### config.mk
export PLATFORM = sky130hd
export DESIGN_NAME = stop_wake_seq
export DESIGN_NICKNAME = d
export VERILOG_FILES = /design/src/rtl/swk_pkg.sv /design/src/rtl/swk_stab_timer.sv /design/src/rtl/swk_clk_ramp.sv /design/src/rtl/stop_wake_seq.sv
export SDC_FILE = /design/constraint.sdc
export NUM_CORES = 1
export LEC_CHECK = 0
export ABC_AREA = 1
export BUFFER_PORTS_ARGS = -buffer_cell sky130_fd_sc_hd__buf_2
export CELL_PAD_IN_SITES_DETAIL_PLACEMENT = 0
export CELL_PAD_IN_SITES_GLOBAL_PLACEMENT = 1
export CORE_MARGIN = 3
export CORE_UTILIZATION = 30
export CTS_BUF_LIST = sky130_fd_sc_hd__clkbuf_4 sky130_fd_sc_hd__clkbuf_8
export DETAILED_ROUTE_END_ITERATION = 8
export PLACE_DENSITY_LB_ADDON = 0.1
export SLEW_MARGIN = 20
export SYNTH_ARGS = -nofsm -noshare
export SYNTH_HDL_FRONTEND = slang
export SYNTH_SLANG_ARGS = --single-unit
### constraint.sdc
create_clock -name clk -period 1.9 [get_ports clk]
set_input_delay 0.38 -clock clk [delete_from_list [all_inputs] [get_ports clk]]
set_output_delay 0.38 -clock clk [all_outputs]
set_load 0.05 [all_outputs]
### src/rtl/swk_pkg.sv
package swk_pkg;

    localparam int NUM_DOM = 4;

    typedef enum logic [1:0] {
        ST_RUN  = 2'd0,
        ST_STOP = 2'd1,
        ST_WAIT = 2'd2,
        ST_RAMP = 2'd3
    } pm_state_e;

    typedef enum logic [1:0] {
        WK_POR = 2'd0,
        WK_IRQ = 2'd1,
        WK_PIN = 2'd2,
        WK_SBY = 2'd3
    } wake_src_e;

    typedef enum logic [1:0] {
        RES_NONE = 2'd0,
        RES_IRQV = 2'd1,
        RES_NEXT = 2'd2,
        RES_RSTV = 2'd3
    } resume_e;

    function automatic resume_e pick_resume(wake_src_e src, logic irq_ok);
        case (src)
            WK_IRQ:  return irq_ok ? RES_IRQV : RES_NEXT;
            WK_SBY:  return RES_NONE;
            default: return RES_RSTV;
        endcase
    endfunction

endpackage

### src/rtl/swk_stab_timer.sv
module swk_stab_timer #(
    parameter int          W       = 16,
    parameter logic [W-1:0] RST_VAL = '1
) (
    input  logic         clk,
    input  logic         rst,
    input  logic         cfg_we,
    input  logic [W-1:0] cfg_val,
    input  logic         load,
    input  logic         run,
    input  logic         tick,
    output logic         expire
);
    logic [W-1:0] limit_q;
    logic [W-1:0] cnt_q;

    always_ff @(posedge clk) begin
        if (rst) begin
            limit_q <= RST_VAL;
        end else if (cfg_we) begin
            limit_q <= cfg_val;
        end
    end

    always_ff @(posedge clk) begin
        if (rst) begin
            cnt_q <= RST_VAL;
        end else if (load) begin
            cnt_q <= limit_q;
        end else if (run && tick && cnt_q != '0) begin
            cnt_q <= cnt_q - 1'b1;
        end
    end

    assign expire = run && tick && (cnt_q == '0);

    assert_count_down_only_R4: assert property (@(posedge clk) disable iff (rst)
        (!$past(load) && !$past(rst)) |-> (cnt_q <= $past(cnt_q)));

endmodule

### src/rtl/swk_clk_ramp.sv
module swk_clk_ramp #(
    parameter int N = 4
) (
    input  logic         clk,
    input  logic         rst,
    input  logic         clear,
    input  logic         run,
    input  logic         tick,
    output logic [N-1:0] en,
    output logic         last
);
    localparam int SW = (N > 1) ? $clog2(N) : 1;

    logic [N-1:0]  en_q;
    logic [SW-1:0] step_q;

    always_ff @(posedge clk) begin
        if (rst || clear) begin
            en_q   <= '0;
            step_q <= '0;
        end else if (run && tick) begin
            en_q[step_q] <= 1'b1;
            step_q       <= step_q + 1'b1;
        end
    end

    assign en   = en_q;
    assign last = run && tick && (step_q == SW'(N - 1));

    for (genvar k = 1; k < N; k++) begin : g_order
        assert_domain_order_R5: assert property (@(posedge clk) disable iff (rst)
            (en_q[k] && !$past(en_q[k])) |-> $past(en_q[k-1]));
    end

endmodule

### src/rtl/stop_wake_seq.sv
module stop_wake_seq
    import swk_pkg::*;
#(
    parameter int               STAB_W   = 16,
    parameter logic [STAB_W-1:0] STAB_RST = STAB_W'(255)
) (
    input  logic              clk,
    input  logic              rst,
    input  logic              tick,
    input  logic              stab_we,
    input  logic [STAB_W-1:0] stab_val,
    input  logic              stop_req,
    input  logic              irq_req,
    input  logic              irq_allowed,
    input  logic              reset_n_pin,
    input  logic              standby_pin,
    input  logic              resume_ack,
    output logic              osc_en,
    output logic [3:0]        clk_en,
    output logic              int_reset,
    output logic [1:0]        resume_mode,
    output logic              restart_done,
    output logic              stopped
);
    pm_state_e    state_q;
    wake_src_e    src_q;
    resume_e      res_q;
    logic         por_q, irst_q, irq_ok_q, done_q, sby_q;
    logic         sby_rise, sby_fall, hard_wake, pin_wake;
    logic         go_wait, go_stop, expire, ramp_last;
    logic [NUM_DOM-1:0] ramp_en;

    assign sby_rise  = standby_pin && !sby_q;
    assign sby_fall  = !standby_pin && sby_q;
    assign hard_wake = sby_rise && !por_q;
    assign pin_wake  = !reset_n_pin && standby_pin;

    assign go_wait = hard_wake ||
                     (state_q == ST_STOP && (sby_fall || pin_wake || irq_req));
    assign go_stop = !hard_wake && state_q == ST_RUN && stop_req && !irq_req;

    swk_stab_timer #(.W(STAB_W), .RST_VAL(STAB_RST)) u_timer (
        .clk     (clk),
        .rst     (rst),
        .cfg_we  (stab_we),
        .cfg_val (stab_val),
        .load    (go_wait),
        .run     (state_q == ST_WAIT),
        .tick    (tick),
        .expire  (expire)
    );

    swk_clk_ramp #(.N(NUM_DOM)) u_ramp (
        .clk   (clk),
        .rst   (rst),
        .clear (go_wait || go_stop),
        .run   (state_q == ST_RAMP),
        .tick  (tick),
        .en    (ramp_en),
        .last  (ramp_last)
    );

    always_ff @(posedge clk) begin
        if (rst) begin
            state_q  <= ST_WAIT;
            src_q    <= WK_POR;
            res_q    <= RES_NONE;
            por_q    <= 1'b1;
            irst_q   <= 1'b1;
            irq_ok_q <= 1'b0;
            done_q   <= 1'b0;
            sby_q    <= 1'b1;
        end else begin
            sby_q  <= standby_pin;
            done_q <= 1'b0;
            if (resume_ack) res_q <= RES_NONE;
            if (hard_wake) begin
                state_q <= ST_WAIT;
                src_q   <= WK_PIN;
                irst_q  <= 1'b1;
            end else begin
                case (state_q)
                    ST_RUN: if (go_stop) state_q <= ST_STOP;
                    ST_STOP: begin
                        if (sby_fall) begin
                            state_q <= ST_WAIT;
                            src_q   <= WK_SBY;
                        end else if (pin_wake) begin
                            state_q <= ST_WAIT;
                            src_q   <= WK_PIN;
                            irst_q  <= 1'b1;
                        end else if (irq_req) begin
                            state_q  <= ST_WAIT;
                            src_q    <= WK_IRQ;
                            irq_ok_q <= irq_allowed;
                        end
                    end
                    ST_WAIT: if (expire) state_q <= (src_q == WK_SBY) ? ST_STOP : ST_RAMP;
                    ST_RAMP: if (ramp_last) begin
                        state_q <= ST_RUN;
                        done_q  <= 1'b1;
                        res_q   <= pick_resume(src_q, irq_ok_q);
                        irst_q  <= 1'b0;
                        por_q   <= 1'b0;
                    end
                    default: state_q <= ST_RUN;
                endcase
            end
        end
    end

    assign osc_en       = (state_q != ST_STOP);
    assign clk_en       = por_q ? '1 : ramp_en;
    assign int_reset    = irst_q;
    assign resume_mode  = res_q;
    assign restart_done = done_q;
    assign stopped      = (state_q == ST_STOP);

    assert_stop_gated_R2: assert property (@(posedge clk) disable iff (rst)
        stopped |-> (!osc_en && clk_en == '0));

    assert_stop_blocked_R3: assert property (@(posedge clk) disable iff (rst)
        (!stopped && stop_req && irq_req) |=> !stopped);

    assert_wait_dark_R4: assert property (@(posedge clk) disable iff (rst)
        (state_q == ST_WAIT && !por_q) |-> (clk_en == '0));

    assert_done_full_R5: assert property (@(posedge clk) disable iff (rst)
        restart_done |-> (clk_en == '1 && $past(state_q == ST_RAMP)));

    assert_pin_masked_R9: assert property (@(posedge clk) disable iff (rst)
        (stopped && !standby_pin && !sby_q && !irq_req) |=> (stopped && !int_reset));

    assert_resume_hold_R12: assert property (@(posedge clk) disable iff (rst)
        (res_q != RES_NONE && !resume_ack && state_q != ST_RAMP) |=> $stable(res_q));

endmodule

==> summary.txt, run 1 <==
Power
  – Pleak: 0.00137 uW
  – PwrDens: 888 nW/um^2
  – Max IR drop VDD: 0.385 mV

STA
  – Slew Viols, Final: 0
  – FMAX: 0.598 GHz
  – Worst Skew: 0.00710 ns
  – Hold_ws: 0.268 ns
  – Unrepaired setup endpoints after global routing: no
  – Final Setup Violations: 0
  – Period utilisation layout: 87.9%
  – Relative max-transition margin: 67.8%
  – Fin crit period: 1.67 ns
  – Final hold violation count: 0
  – Setup_tns: 0 ns
  – Worst Max-Slew Pin Slew: 0.482 ns

Floorplanning
  – Starting density of the core: 31.8%
  – # IOs: 36
  – Die ar.: 9590 um^2
  – FP Rows: 32
  – Chip height: 97.9 um
  – Core Region: 7970 um^2
  – Die width: 97.9 um

Clocking
  – Hold_buf cts: 0
  – CTS Buf Count: 5
  – Post-CTS setup repair buffer count: 0
  – CTS tree: yes
  – CTS H-tree depth: 2
  – Clock input transition at the sequential cells of the worst setup and hold paths: 0.10 ns
  – Worst-case clock buffer depth: 2
  – Root buffer cell: clkbuf_8
  – Clock Latency Late Sink: 0.31 ns
  – Post-CTS resize count: 0
  – Num Clock Sinks: 49

Cells and area
  – Nets@finish: 446
  – Ant. Diodes: 0
  – Layout cells sized above 1: 17.3%
  – Synth-to-Final Area Change: 15.6%
  – # fillers: 884
  – Finished Cell Area: 2930 um^2

Worst setup path
  – Critical path cell sequence: inv_1 -> ha_1 -> nand2_2 -> nor2_2 -> nand2_2 -> nand3_2 -> inv_1 -> nand2_1 -> o211ai_1
  – Slowest stage delay, CP: 0.33 ns
  – Critical Path Fanout Max: 11
  – Setup CP Type: flip-flop to flip-flop
  – Crit start category: flip-flop
  – Critical Path Sink Type: flip-flop
  – CP max-delay cell: dfxtp_1
  – Critical path data required time: 2.11 ns
  – CP arrival: 1.88 ns

Synthesis
  – Post-synth EDFFs: 0
  – Top cells by count, synth: 95 x nand2_1, 69 x nor2_1, 49 x dfxtp_1
  – YS warnings: 0
  – Ys flop type: dfxtp_1
  – Asr flop ratio synth: 0%
  – Mapped Nets: 410
  – Area leader, netlist: dfxtp_1
  – Synth unique cells: 30
  – Most common cell in the synthesized netlist: nand2_1
  – Register area share after synthesis: 38.7%
  – Ranking of synthesized cells by area: dfxtp_1 39%, nand2_1 14%, nor2_1 10%, nand3_1 6.9%, inv_1 5.3%
  – Top-area cell type share of the netlist area: 38.7%
  – Gate Count Post-Synth: 379
  – Yosys reg bits: 49
  – Netlist Area Pre-Place: 2540 um^2
  – Syn avg cell area: 6.69 um^2

Min path
  – Hold Crit Class: input port to flip-flop

GRT
  – First-pass GRT wire length: 10800 um
  – Number of global-route vias before repair: 2227
  – Total congestion overflow: 0
  – Initial antenna violation count: 0
  – Total track usage: 13.7%
  – Pin count of the biggest net entering global routing: 19

Placed design
  – GP Congestion: 0.785
  – IO Port Bufs: 35
  – Dpl hpwl: 4950 um
  – Area post-placement: 2810 um^2

Drt
  – Final WL: 6480 um
  – Via-per-instance ratio: 4.53
  – DRC Markers: 0
  – Via count: 2345
  – Detail Route Antenna Nets: 0
  – DR WL/cell: 12.5 um
  – Initial DRC count: 88
  – Drt first pass iters: 4

Flow run
  – Max-Cap Viols: 0

Run status
  – Status: finished clean
==> flip-flops by register name (all words and copies together), names as in the netlist <==
name,flops
sby_q,1
restart_done,1
por_q,1
u_ramp.step_q,2
u_timer.limit_q,16
u_ramp.en,4
u_timer.cnt_q,16
state_q,2
irq_ok_q,1
src_q,2
int_reset,1
resume_mode,2
==> area by class of cell <==
cell class	instances	area, um^2	area share [%]
inverter	39	146	4.99
tap	102	128	4.35
clock inverter	3	50.0	1.71
multi-input combinational	281	1350	46.1
sequential	49	981	33.5
timing repair buffer	39	205	7.00
clock buffer	5	68.8	2.35
==> through the flow <==
stage	std cells	setup slack (ns)	util, %	total power (uW)
after detailed placement	510	0.228	35.3	1820
after floorplan	379	0.196	-	1680
after CTS	518	0.215	36.8	2630
final	518	0.229	36.8	2600
after global routing	518	0.0735	36.8	2770
after global placement	510	0.261	35.3	1830
==> power breakdown <==
group | switching (uW) | internal (uW)
logic | 374 | 201
clock network | 402 | 404
registers | 96.0 | 1130
total | 872 | 1730
==> cell usage in the layout (no fill, tap or decap), types with 2 or more instances in the layout <==
cell type	synthesis	routed
nand2_1	95	95
nor2_1	69	69
dfxtp_1	49	49
inv_1	36	36
nand3_1	35	35
buf_2	0	35
a21oi_1	20	20
o21ai_0	15	15
o211ai_1	6	6
nor2_2	5	5
nand3_2	5	5
ha_1	5	5
clkbuf_8	0	5
nand2_2	4	4
buf_4	3	4
inv_2	3	3
or2_2	3	3
a211oi_1	3	3
nand2_4	2	2
a21oi_2	2	2
o21ai_1	2	2
nand3b_1	2	2
xor2_1	2	2
==> worst max-delay path: cells and delay by family, from the launching register on <==
family                     cells  cell delay (ns)
adders and majority gates      1             0.24
AOI/OAI and AO/OA              1             0.07
buffers and inverters          2             0.26
DFF                            1             0.33
and+or+nand+nor                5             0.67
==> worst paths after layout <==
kind	cells past startpoint	slack (ns)	end	from
setup / recovery	9	0.23	u_timer.cnt_q[2]$_SDFFE_PP1P_	u_timer.cnt_q[0]$_SDFFE_PP1P_
hold / removal	3	0.27	u_timer.limit_q[2]$_SDFFE_PP1P_	stab_val[2]
setup reg to reg	9	0.23	u_timer.cnt_q[2]$_SDFFE_PP1P_	u_timer.cnt_q[0]$_SDFFE_PP1P_
hold reg to reg	2	0.47	irq_ok_q$_SDFFE_PP0P_	irq_ok_q$_SDFFE_PP0P_
==> cells by family (layout without fill, tap and decap cells) <==
family                   count (synthesis)  in the layout  synth area share [%]
XOR/XNOR                                 3              3                  1.04
adder cells (fa/ha/maj)                  5              5                  2.47
AO/OA/AOI/OAI                           49             49                  11.1
flip-flops                              49             49                  38.7
buffers and inverters                   49             86                  7.99
AND/OR/NAND/NOR                        224            224                  38.8
==> routing by layer <==
metal | track usage, % | wire (um) | up-vias | part of all wire, %
met1 | 20.8 | 3500 | 1027 | 54
met3 | 2.50 | 211 | 7 | 3.3
li1 | - | - | 1276 | -
met5 | 0 | 0 | - | 0
met2 | 20.1 | 2710 | 35 | 42
met4 | 2.88 | 58 | 0 | 0.90
No activity file was read; power rests on OpenSTA's default activity.
==> inputs of run 2 (changes only) <==
--- a/config.mk
+++ b/config.mk
@@ -5,15 +5,16 @@
 export SDC_FILE = /design/constraint.sdc
 export NUM_CORES = 1
 export LEC_CHECK = 0
-export ABC_AREA = 1
 export BUFFER_PORTS_ARGS = -buffer_cell sky130_fd_sc_hd__buf_2
 export CELL_PAD_IN_SITES_DETAIL_PLACEMENT = 0
 export CELL_PAD_IN_SITES_GLOBAL_PLACEMENT = 1
+export CORE_ASPECT_RATIO = 0.6
 export CORE_MARGIN = 3
 export CORE_UTILIZATION = 30
 export CTS_BUF_LIST = sky130_fd_sc_hd__clkbuf_4 sky130_fd_sc_hd__clkbuf_8
 export DETAILED_ROUTE_END_ITERATION = 8
 export PLACE_DENSITY_LB_ADDON = 0.1
+export RECOVER_POWER = 50
 export SLEW_MARGIN = 20
 export SYNTH_ARGS = -nofsm -noshare
 export SYNTH_HDL_FRONTEND = slang
==> run 2 against run 1 <==
Effect of this change: clock skew grew 0.0073 ns; global-route usage grew 0.70 points; utilization grew 1.3 points; via count shrank 19%; worst setup slack lost 0.10 ns; critical endpoint is now stopped; register-to-register slack gained 0.02 ns; wire length shrank 9.5%; non-clock buffer count grew 12; critical path depth shrank 6.
==> summary.txt, run 2 <==
Run status
  – Status: finished clean

STA
  – Setup_tns: 0 ns (unchanged)
  – Final hold violation count: 0 (unchanged)
  – Final Setup Violations: 0 (unchanged)
  – Worst Skew: 0.0144 ns (+0.00728 ns)
  – Unrepaired setup endpoints after global routing: no
  – Relative max-transition margin: 18.4% (-49 points)
  – Period utilisation layout: 93.2% (+5.3 points)
  – FMAX: 0.565 GHz (-5.7%)
  – Fin crit period: 1.77 ns (+0.100 ns)
  – Slew Viols, Final: 0 (unchanged)
  – Hold_ws: 0.258 ns (-0.00945 ns)
  – Worst Max-Slew Pin Slew: 1.22 ns (+0.742 ns)

Flow run
  – Max-Cap Viols: 0 (unchanged)

Min path
  – Worst hold path depth: 2 (-1)
  – Hold Crit Class: input port to flip-flop

Power
  – Comb pwr share: 6.9% (-15 points)
  – Max IR drop VDD: 0.303 mV (-21%)
  – Total power: 2020 uW (-22%)
  – Net load switching power: 499 uW (-43%)
  – Sw Share: 24.7% (-8.8 points)
  – PwrDens: 713 nW/um^2 (-20%)
  – Pleak: 0.00114 uW (-17%)
  – Clock power share: 40.0% (+9.0 points)
  – Reg power frac: 53.1% (+6.1 points)
  – Internal: 1520 uW (-12%)

Clocking
  – CTS Buf Count: 5 (unchanged)
  – CTS tree: yes
  – Post-CTS resize count: 0 (unchanged)
  – Hold_buf cts: 0 (unchanged)
  – Clock input transition at the sequential cells of the worst setup and hold paths: 0.11 ns (about the same)
  – Num Clock Sinks: 49 (unchanged)
  – Worst-case clock buffer depth: 2 (unchanged)
  – Clock Latency Late Sink: 0.32 ns (about the same)
  – CTS H-tree depth: 2 (unchanged)
  – Root buffer cell: clkbuf_8
  – Post-CTS setup repair buffer count: 0 (unchanged)

Synthesis
  – Top cells by count, synth: 49 x dfxtp_1, 40 x nor2_1, 20 x nand2_1
  – YS warnings: 0 (unchanged)
  – Area leader, netlist: dfxtp_1
  – Synth unique cells: 48 (+60%)
  – Syn avg cell area: 8.94 um^2 (+34%)
  – Post-synth EDFFs: 0 (unchanged)
  – Yosys reg bits: 49 (unchanged)
  – Ys flop type: dfxtp_1
  – Netlist Area Pre-Place: 2350 um^2 (-7.3%)
  – Ranking of synthesized cells by area: dfxtp_1 42%, nor2_1 6.4%, mux2i_1 4.7%, a21oi_1 3.8%, nand2_1 3.2%
  – Register area share after synthesis: 41.7% (+3.0 points)
  – Asr flop ratio synth: 0% (unchanged)
  – Most common cell in the synthesized netlist: dfxtp_1
  – Top-area cell type share of the netlist area: 41.7% (+3.0 points)
  – Mapped Nets: 294 (-28%)
  – Gate Count Post-Synth: 263 (-31%)

Placed design
  – Dpl hpwl: 4390 um (-11%)
  – Post-placement cell count: 410 (-20%)
  – GP Congestion: 0.772 (-1.7%)
  – IO Port Bufs: 35 (unchanged)

Drt
  – Detail Route Antenna Nets: 0 (unchanged)
  – DR WL/cell: 14.0 um (+12%)
  – Initial DRC count: 121 (+38%)
  – Via-per-instance ratio: 4.55 (+0.46%)
  – DRC Markers: 0 (unchanged)
  – Final WL: 5860 um (-9.5%)
  – Drt first pass iters: 4 (unchanged)
  – Via count: 1901 (-19%)

Worst setup path
  – Critical path data required time: 1.52 ns (-0.59 ns)
  – Setup CP Type: flip-flop to output pin
  – CP arrival: 1.39 ns (-0.49 ns)
  – Critical Path Fanout Max: 10 (-1)
  – Slowest stage delay, CP: 0.55 ns (+0.22 ns)
  – Critical path cell sequence: nand2b_4 -> clkinvlp_4 -> buf_2
  – Worst reg-to-reg path cell count: 7 (-2)
  – Crit start category: flip-flop
  – Critical Path Sink Type: output pin
  – CP max-delay cell: dfxtp_1

Floorplanning
  – Die width: 120 um (+23%)
  – Die ar.: 8970 um^2 (-6.5%)
  – Core Region: 7450 um^2 (-6.5%)
  – Chip height: 74.6 um (-24%)
  – # IOs: 36 (unchanged)
  – Starting density of the core: 31.6% (-0.25 points)
  – FP Rows: 24 (-25%)

GRT
  – First-pass GRT wire length: 9800 um (-9.4%)
  – Initial antenna violation count: 0 (unchanged)
  – Total congestion overflow: 0 (unchanged)
  – Total track usage: 14.4% (+0.70 points)
  – Number of global-route vias before repair: 1808 (-19%)
  – Pin count of the biggest net entering global routing: 25 (+6)

Cells and area
  – Fin util: 38.1% (+1.3 points)
  – Synth-to-Final Area Change: 20.6%
  – Ant. Diodes: 0 (unchanged)
  – # fillers: 815 (-7.8%)
  – Commonest non-fill, non-tap cell in the layout: dfxtp_1
  – Nets@finish: 344 (-23%)
  – Most frequent cells in the layout: 49 x dfxtp_1, 40 x nor2_1, 28 x buf_2, 20 x nand2_1, 17 x a21oi_1
  – Layout cells sized above 1: 23.2% (+5.9 points)
  – Fin cells: 418 (-19%)
==> run 2: layout make-up <==
class                           instances  area (um^2)  share of cell area, %
Clock buffer                            5         68.8                   2.43
Clock inverter                          3         47.5                   1.68
Multi-Input combinational cell        197         1290                   45.5
Timing Repair Buffer                   51          282                   9.92
Tap cell                              104          130                   4.59
Sequential cell                        49          981                   34.6
Inverter                                9         37.5                   1.32
==> run 2: power by group through the flow <==
stage          logic (uW)  clock network [uW]  registers (uW)
4_1_cts               141                 841            1070
3_5_place_dp          140                   0            1100
3_3_place_gp          141                   0            1100
2_1_floorplan        85.3                   0            1090
6_report              140                 810            1070
5_1_grt               157                 876            1080
==> run 2: path summary, 6_finish.rpt <==
path / from / endpoint / slack, ns
worst max-delay path: state_q[0]$_SDFFE_PP0P_ / stopped / 0.13
worst min-delay path: stab_val[4] / u_timer.limit_q[4]$_SDFFE_PP1P_ / 0.26
worst max register to register: u_timer.cnt_q[0]$_SDFFE_PP1P_ / u_timer.cnt_q[10]$_SDFFE_PP0P_ / 0.25
worst min register to register: int_reset$_SDFFE_PP1P_ / int_reset$_SDFFE_PP1P_ / 0.45
==> run 2: logic make-up (layout without fill, tap and decap cells) <==
group	after synthesis	after routing	share of synthesized area, %
adder cells (fa/ha/maj)	5	5	2.66
buffers and inverters	17	68	3.94
multiplexers	12	12	5.16
AO/OA/AOI/OAI	53	53	14.4
XOR/XNOR	12	12	4.47
flip-flops	49	49	41.7
AND/OR/NAND/NOR	115	115	27.7
==> run 2: worst max-delay path: cells and delay by family (launching register included) <==
family	cells	cell delay, ns
buf+inv	2	0.40
flops	1	0.55
simple gates	1	0.13
==> run 2: per-stage QoR <==
stage	cell area, um^2	worst slack [ns]
floorplan	2370	0.0878
global placement	2740	0.213
detailed placement	2740	0.223
CTS	2850	0.104
global route	2840	0.0206
finish	2840	0.129
==> run 2: routing by layer <==
layer	vias up	share of wire, %	global-route usage, %
met5	-	0	0
met4	0	1.1	5.03
li1	1023	-	-
met1	842	63	24.6
met2	31	31	15.1
met3	5	4.8	4.33
